### src/rtl/lpwm_pkg.sv
// Package lpwm_pkg
// Holds the default sizes shared by the quad PWM block and its parts.
// Assumes the duty width is at least 2 bits.
package lpwm_pkg;
    localparam int unsigned LPWM_CHANNELS = 4;
    localparam int unsigned LPWM_DUTY_W   = 8;
endpackage

### src/rtl/lpwm_counter.sv
// Module lpwm_counter
// Shared period counter. It steps from 0 to 2**W-2 on each enabled tick and
// then wraps, so a period has 2**W-1 ticks. wrap_o marks the tick at the last
// count, which is the edge where the next period begins.
// Assumes: a synchronous active-low reset and a tick_en that is valid at every edge.
module lpwm_counter #(
    parameter int unsigned W = 8
) (
    input  logic         clk,
    input  logic         rst_n,
    input  logic         tick_en,
    output logic [W-1:0] cnt_o,
    output logic         wrap_o
);
    localparam logic [W-1:0] CNT_MAX = {{(W-1){1'b1}}, 1'b0};

    logic [W-1:0] cnt_q;

    assign wrap_o = tick_en && (cnt_q == CNT_MAX);
    assign cnt_o  = cnt_q;

    // Advance the count on each tick and return to zero after the last count.
    always_ff @(posedge clk) begin
        if (!rst_n) begin
            cnt_q <= '0;
        end else if (wrap_o) begin
            cnt_q <= '0;
        end else if (tick_en) begin
            cnt_q <= cnt_q + 1'b1;
        end
    end

    AST_CNT_RANGE: assert property (@(posedge clk) disable iff (!rst_n)
        cnt_q <= CNT_MAX);
    AST_CNT_WRAP: assert property (@(posedge clk) disable iff (!rst_n)
        (tick_en && cnt_q == CNT_MAX) |=> (cnt_q == '0));
    AST_CNT_HOLD: assert property (@(posedge clk) disable iff (!rst_n)
        !tick_en |=> $stable(cnt_q));
endmodule

### src/rtl/lpwm_shadow.sv
// Module lpwm_shadow
// Per-channel copy of the duty value in use. It loads only when load_i is high,
// which is the wrap, and clamps a full-scale input to the largest count.
// Assumes: load_i lasts one cycle and is high only at a period boundary.
module lpwm_shadow #(
    parameter int unsigned W = 8
) (
    input  logic         clk,
    input  logic         rst_n,
    input  logic         load_i,
    input  logic [W-1:0] duty_i,
    output logic [W-1:0] duty_o
);
    localparam logic [W-1:0] DUTY_TOP = {{(W-1){1'b1}}, 1'b0};

    logic [W-1:0] duty_q;
    logic [W-1:0] duty_sat;

    // Clamp the full-scale code to the highest count that can be reached.
    always_comb begin
        duty_sat = (duty_i > DUTY_TOP) ? DUTY_TOP : duty_i;
    end

    // Take the new duty only at the period boundary.
    always_ff @(posedge clk) begin
        if (!rst_n) begin
            duty_q <= '0;
        end else if (load_i) begin
            duty_q <= duty_sat;
        end
    end

    assign duty_o = duty_q;

    AST_SHADOW_HOLD: assert property (@(posedge clk) disable iff (!rst_n)
        !load_i |=> $stable(duty_q));
    AST_SHADOW_CLAMP: assert property (@(posedge clk) disable iff (!rst_n)
        duty_q <= DUTY_TOP);
endmodule

### src/rtl/lpwm_compare.sv
// Module lpwm_compare
// One channel's comparator and pin register. The logic first decides whether
// the count has reached the duty value, which is the inverted sense, and the
// pin is the complement of that. A duty of zero therefore can never give a pulse.
// Assumes: cnt_i never exceeds 2**W-2 and duty_i is already clamped.
module lpwm_compare #(
    parameter int unsigned W = 8
) (
    input  logic         clk,
    input  logic         rst_n,
    input  logic [W-1:0] cnt_i,
    input  logic [W-1:0] duty_i,
    output logic         pwm_o
);
    localparam logic [W-1:0] CNT_LAST = {{(W-1){1'b1}}, 1'b0};

    logic off_now;
    logic pwm_q;

    // Inverted comparison: true once the count has reached the duty value.
    always_comb begin
        off_now = (cnt_i >= duty_i);
    end

    // Register the pin so that no comparator hazard reaches the output.
    always_ff @(posedge clk) begin
        if (!rst_n) begin
            pwm_q <= 1'b0;
        end else begin
            pwm_q <= !off_now;
        end
    end

    assign pwm_o = pwm_q;

    AST_ZERO_NO_PULSE: assert property (@(posedge clk) disable iff (!rst_n)
        (duty_i == '0) |=> !pwm_q);
    AST_LAST_COUNT_LOW: assert property (@(posedge clk) disable iff (!rst_n)
        (cnt_i == CNT_LAST) |=> !pwm_q);
endmodule

### src/rtl/lpwm_quad.sv
// Module lpwm_quad
// Top of the multi-channel PWM. One shared period counter feeds CH_N channels.
// Each channel holds its own duty copy and its own registered comparator.
// Assumes: duty_in is stable from upstream registers, and tick_en sets the rate.
module lpwm_quad
    import lpwm_pkg::*;
#(
    parameter int unsigned CH_N   = LPWM_CHANNELS,
    parameter int unsigned DUTY_W = LPWM_DUTY_W
) (
    input  logic                     clk,
    input  logic                     rst_n,
    input  logic                     tick_en,
    input  logic [CH_N*DUTY_W-1:0]   duty_in,
    output logic [CH_N-1:0]          pwm_out
);
    logic [DUTY_W-1:0] cnt;
    logic              wrap;

    lpwm_counter #(.W(DUTY_W)) u_cnt (
        .clk     (clk),
        .rst_n   (rst_n),
        .tick_en (tick_en),
        .cnt_o   (cnt),
        .wrap_o  (wrap)
    );

    for (genvar k = 0; k < CH_N; k++) begin : g_ch
        logic [DUTY_W-1:0] duty_use;

        lpwm_shadow #(.W(DUTY_W)) u_shadow (
            .clk    (clk),
            .rst_n  (rst_n),
            .load_i (wrap),
            .duty_i (duty_in[k*DUTY_W +: DUTY_W]),
            .duty_o (duty_use)
        );

        lpwm_compare #(.W(DUTY_W)) u_cmp (
            .clk    (clk),
            .rst_n  (rst_n),
            .cnt_i  (cnt),
            .duty_i (duty_use),
            .pwm_o  (pwm_out[k])
        );
    end

    AST_RESET_LOW: assert property (@(posedge clk)
        !rst_n |=> (pwm_out == '0));
endmodule

### config.mk
export PLATFORM = sky130hd
export DESIGN_NAME = lpwm_quad
export DESIGN_NICKNAME = d
export VERILOG_FILES = /design/src/rtl/lpwm_pkg.sv /design/src/rtl/lpwm_counter.sv /design/src/rtl/lpwm_shadow.sv /design/src/rtl/lpwm_compare.sv /design/src/rtl/lpwm_quad.sv
export SDC_FILE = /design/constraint.sdc
export NUM_CORES = 1
export LEC_CHECK = 0
export ABC_AREA = 1
export CAP_MARGIN = 10
export CORE_MARGIN = 3
export CORE_UTILIZATION = 55
export DETAILED_ROUTE_END_ITERATION = 16
export PLACE_DENSITY = 0.79
export SYNTH_ARGS = -nofsm -noshare
export SYNTH_HDL_FRONTEND = slang
export SYNTH_HIERARCHICAL = 1
export SYNTH_SLANG_ARGS = --single-unit
### constraint.sdc
create_clock -name clk -period 4.1 [get_ports clk]
set_input_delay 0.615 -clock clk [delete_from_list [all_inputs] [get_ports clk]]
set_output_delay 0.615 -clock clk [all_outputs]
set_load 0.05 [all_outputs]
; Word level (Yosys, flattened, before mapping)
; Cells that the tools add are included.
[totals]
ff_bits = 44
[op_classes]
n_addsub = 1
n_lt_le_gt_ge = 8
n_eq_ne = 1
mux = 4
bitwise = 1
n_reduce_logical = 6
[ops]
columns = op, count
row1 = $ge 8x8->1, 4
row2 = $gt 8x8->1 const B, 4
row3 = $mux 8, 4
row4 = $add 8x1->8 const B, 1
row5 = $eq 8x8->1 const B, 1
row6 = $logic_not 1->1, 4
row7 = $reduce_or 2->1, 1
row8 = $logic_and 1x1->1, 1
row9 = $not 1->1, 1

; Depth between registers and ports, before layout
[depth]
depth_word = 3
ltp_mapped = 9

; Modules after synthesis
; The synthesis kept the hierarchy.
[by_module_without_submodules]
columns = mod, n_inst, cells_each, area_each_um2, seq_area_each_um2
row1 = lpwm_shadow, 4, 40, 304.0, 160.2
row2 = lpwm_compare, 4, 38, 241.5, 20.0
row3 = lpwm_counter, 1, 57, 447.9, 160.2

; Worst setup path before layout
; No wires, ideal clock.
[synth_timing]
kind = input -> register
start = in tick_en
end = reg g_ch[0].u_shadow.duty_q[3]
setup_time_ns = 0.116
t_arrival_ns = 1.334
path_slack_ns = 2.650
cell_stages = 7
path_cell_list = nand2_1 > nor2_1 > nand2_2 > inv_1 > inv_1 > nor2_1 > nor2_1
[synth_between]
elab_chain_len = 1
[synth_rtl]
columns = item, line
row1 = "start, declared", lpwm_quad.sv:13  ; input logic tick_en,
row2 = $logic_and 1x1->1, lpwm_counter.sv:19  ; assign wrap_o = tick_en && (cnt_q == CNT_MAX);
row3 = named net wrap, lpwm_quad.sv:18  ; logic wrap;
row4 = "end signal, assigned", lpwm_shadow.sv:29  ; duty_q <= duty_sat;
row5 = "end, declared", lpwm_shadow.sv:16  ; logic [W-1:0] duty_q;
; The timed path passes the listed nets, and every way through them passes these cells.
; A chain may end at the register's enable or synchronous reset.

; Worst setup path after layout
[layout_timing]
start = in tick_en
end = reg g_ch[1].u_shadow.duty_q[6]
[layout_between]
elab_chain_len = 1
[layout_rtl]
columns = item, line
row1 = $logic_and 1x1->1, lpwm_counter.sv:19
row2 = named net wrap, lpwm_quad.sv:18
row3 = "end signal, assigned", lpwm_shadow.sv:29
row4 = "end, declared", lpwm_shadow.sv:16
; The timed path passes the listed nets, and every way through them passes these cells.

==> impl_metrics.toml <==
[grt]
grt_max_degree = 39
grt_antenna_before_repair = 0
grt_pass1_vias = 2086
grt_pass1_wl_um = 8460
grt.total_usage = 0.196
grt_overflow_total = 0

[floorplan]
initial_core_util = 0.588
fp.dieW_um = 75.2
pin_count = 39
chipHeight_um = 75.2
dieArea_um2 = 5650
num_rows = 24
core_um2 = 4470

[sta]
period_minus_slack_ns = 2.37
relSlewSlack = 0.651
rsz0062_at_grt = "false"
hold_ws_ns = 0.488
setup_viol = 0
skew_ns = 0.00597
hold_viol = 0
tightest_slew_ns = 0.524
fin_crit_sh = 0.579
final.setup.tns_ns = 0
slew_viol_final = 0
setup_ws_ns = 1.73
fmax_mhz = 421

[routing]
finalWirelength_um = 5070
drtIter0Drc = 80
drt_first_pass_iters = 4
drtAntennaViolNets = 0
wl_per_cell_um = 10.9
vias = 2298
drc = 0
avgViaCountPerCell = 4.94

[finish]
syn2layout_area_growth_pct = 19.2
finalInstanceArea_um2 = 3140
n_antenna_cell = 0
final_util = 0.701
drive_gt1_frac = 0.0969
stdcell_count = 465
final_cell_mix = "68 x nand2_1, 67 x nor2_1, 63 x inv_1"
final_nets = 481
fillers = 392
final_common_cell = "nand2_1"

[placement]
post-place-cells = 457
preCtsSetupSlack_ns = 1.41
placed_cell_area_um2 = 3050
io_buffers = 38
gp_congestion = 0.754
dpl.hpwl_um = 3820

[critical_path]
arrival_ns = 2.57
worst-path-max-fanout = 26
required_ns = 4.30
reg2reg_from = "u_cnt/cnt_o[1]$_SDFFE_PP0P_"
start_kind = "input pin"
cp-startpoint = "tick_en"
cp-end-kind = "register"
critPathKind = "input pin to register"

[synth]
ys_seq_area_frac = 0.335
synth_top_area_cell = "dfxtp_1"
ys_ff_latch = 44
avgSynthCellArea_um2 = 7.13
yosys.area.top_type_share = 0.335
syn-cell-area_um2 = 2630
yosysWarnings = 6
synth_cell_types = 21
postSynthNetCount = 438
yosys-top-cells-area = "dfxtp_1 33%, ha_1 16%, nand2_1 9.7%, nor2_1 9.6%, inv_1 9.0%"
syn_inst = 369

[clock_network]
clock_sinks = 44
clk_latency_ns = 0.31
cts_buffers = 5
clkTransAtPathRegs_ns = 0.08
post_cts_resize_count = 0
ctsRootBufferMaster = "clkbuf_8"
cts_hold_buf = 0
htree_levels = 2
cts_tree = "done"
cts_setup_buffers = 0
clk_path_buf_depth = 2

[power]
seq_power_share = 0.538
p_leak_nw = 1.42
power_mw = 0.810
p_int_mw = 0.616
p_sw_mw = 0.194
clkPwrFrac = 0.351
combPwrFrac = 0.111
vdd.ir_drop.worst_v = 0.000249
power.density_nw_per_um2 = 258
switching_share = 0.239

[run_status]
status = "finished, final reports clean"

[flow_run]
drv_cap = 0

[min_path]
hold_path.startpoint = "g_ch[1].u_shadow/duty_o[2]$_SDFFE_PN0P_"
min_path_type = "register to register"
## sequential cells by signal, summed over array words and instances, names as in the netlist
signal / flops
g_ch.u_shadow/duty_o: 32
u_cnt/cnt_o: 8
g_ch.u_cmp/pwm_o: 4
## layer usage
metal  GRT usage  routed length (um)  share of wire  vias up
met3      0.0401                 155          0.031        8
met2       0.364                2570           0.51       29
met5           0                   0              0        -
met4      0.0757                  83          0.016        0
li1            -                   -              -     1234
met1       0.218                2260           0.45     1027
## critical path, cell delays in order
cell and delay, ns:
clkdlybuf4s50_1 0.54, nand2_1 0.07, nor2_1 0.13, nand2_2 0.09, inv_1 0.40, buf_4 0.37, inv_1 0.15, nor2_1 0.13
nor2_1 0.06
## cell type report
cell class	count	area [um2]	share of cell area
multi-input combinational	254	1450	0.463
sequential	44	881	0.281
timing repair buffer	40	395	0.126
inverter	67	251	0.0802
clock buffer	8	90.1	0.0287
tap	52	65.1	0.0208
## Yosys cell counts (all sizes together)
cell type / count
a21oi: 20
buf: 4
dfxtp: 44
ha: 34
inv: 67
nand2: 78
nand3: 8
nand4: 4
nor2: 74
o21ai: 32
or2: 1
xnor2: 2
xor2: 1
## path summary, 6_finish.rpt
check / end / slack [ns] / cells after the start
worst max register to register: g_ch[1].u_shadow/duty_o[6]$_SDFFE_PN0P_ / 1.86 / 9
worst min-delay path: g_ch[1].u_shadow/duty_o[2]$_SDFFE_PN0P_ / 0.49 / 2
worst min register to register: g_ch[1].u_shadow/duty_o[2]$_SDFFE_PN0P_ / 0.49 / 2
worst max-delay path: g_ch[1].u_shadow/duty_o[6]$_SDFFE_PN0P_ / 1.73 / 9
## logic make-up (layout without fill, tap and decap cells)
family                     after synthesis  in the layout  share of synthesized area
adders and majority gates               34             34                      0.162
DFF                                     44             44                      0.335
AOI/OAI and AO/OA                       52             52                      0.115
buffers and inverters                   71            115                      0.113
xor gates and xnor gates                 3              3                    0.00999
and+or+nand+nor                        165            165                      0.266
## power by group through the flow
stage               Combinational [mW]  Sequential [mW]  Clock, mW
finish                          0.0897            0.436      0.285
global route                     0.100            0.436      0.304
CTS                             0.0902            0.436      0.293
detailed placement              0.0898            0.446          0
global placement                0.0883            0.446          0
floorplan                       0.0320            0.451          0
(Power assumes the default switching activity.)
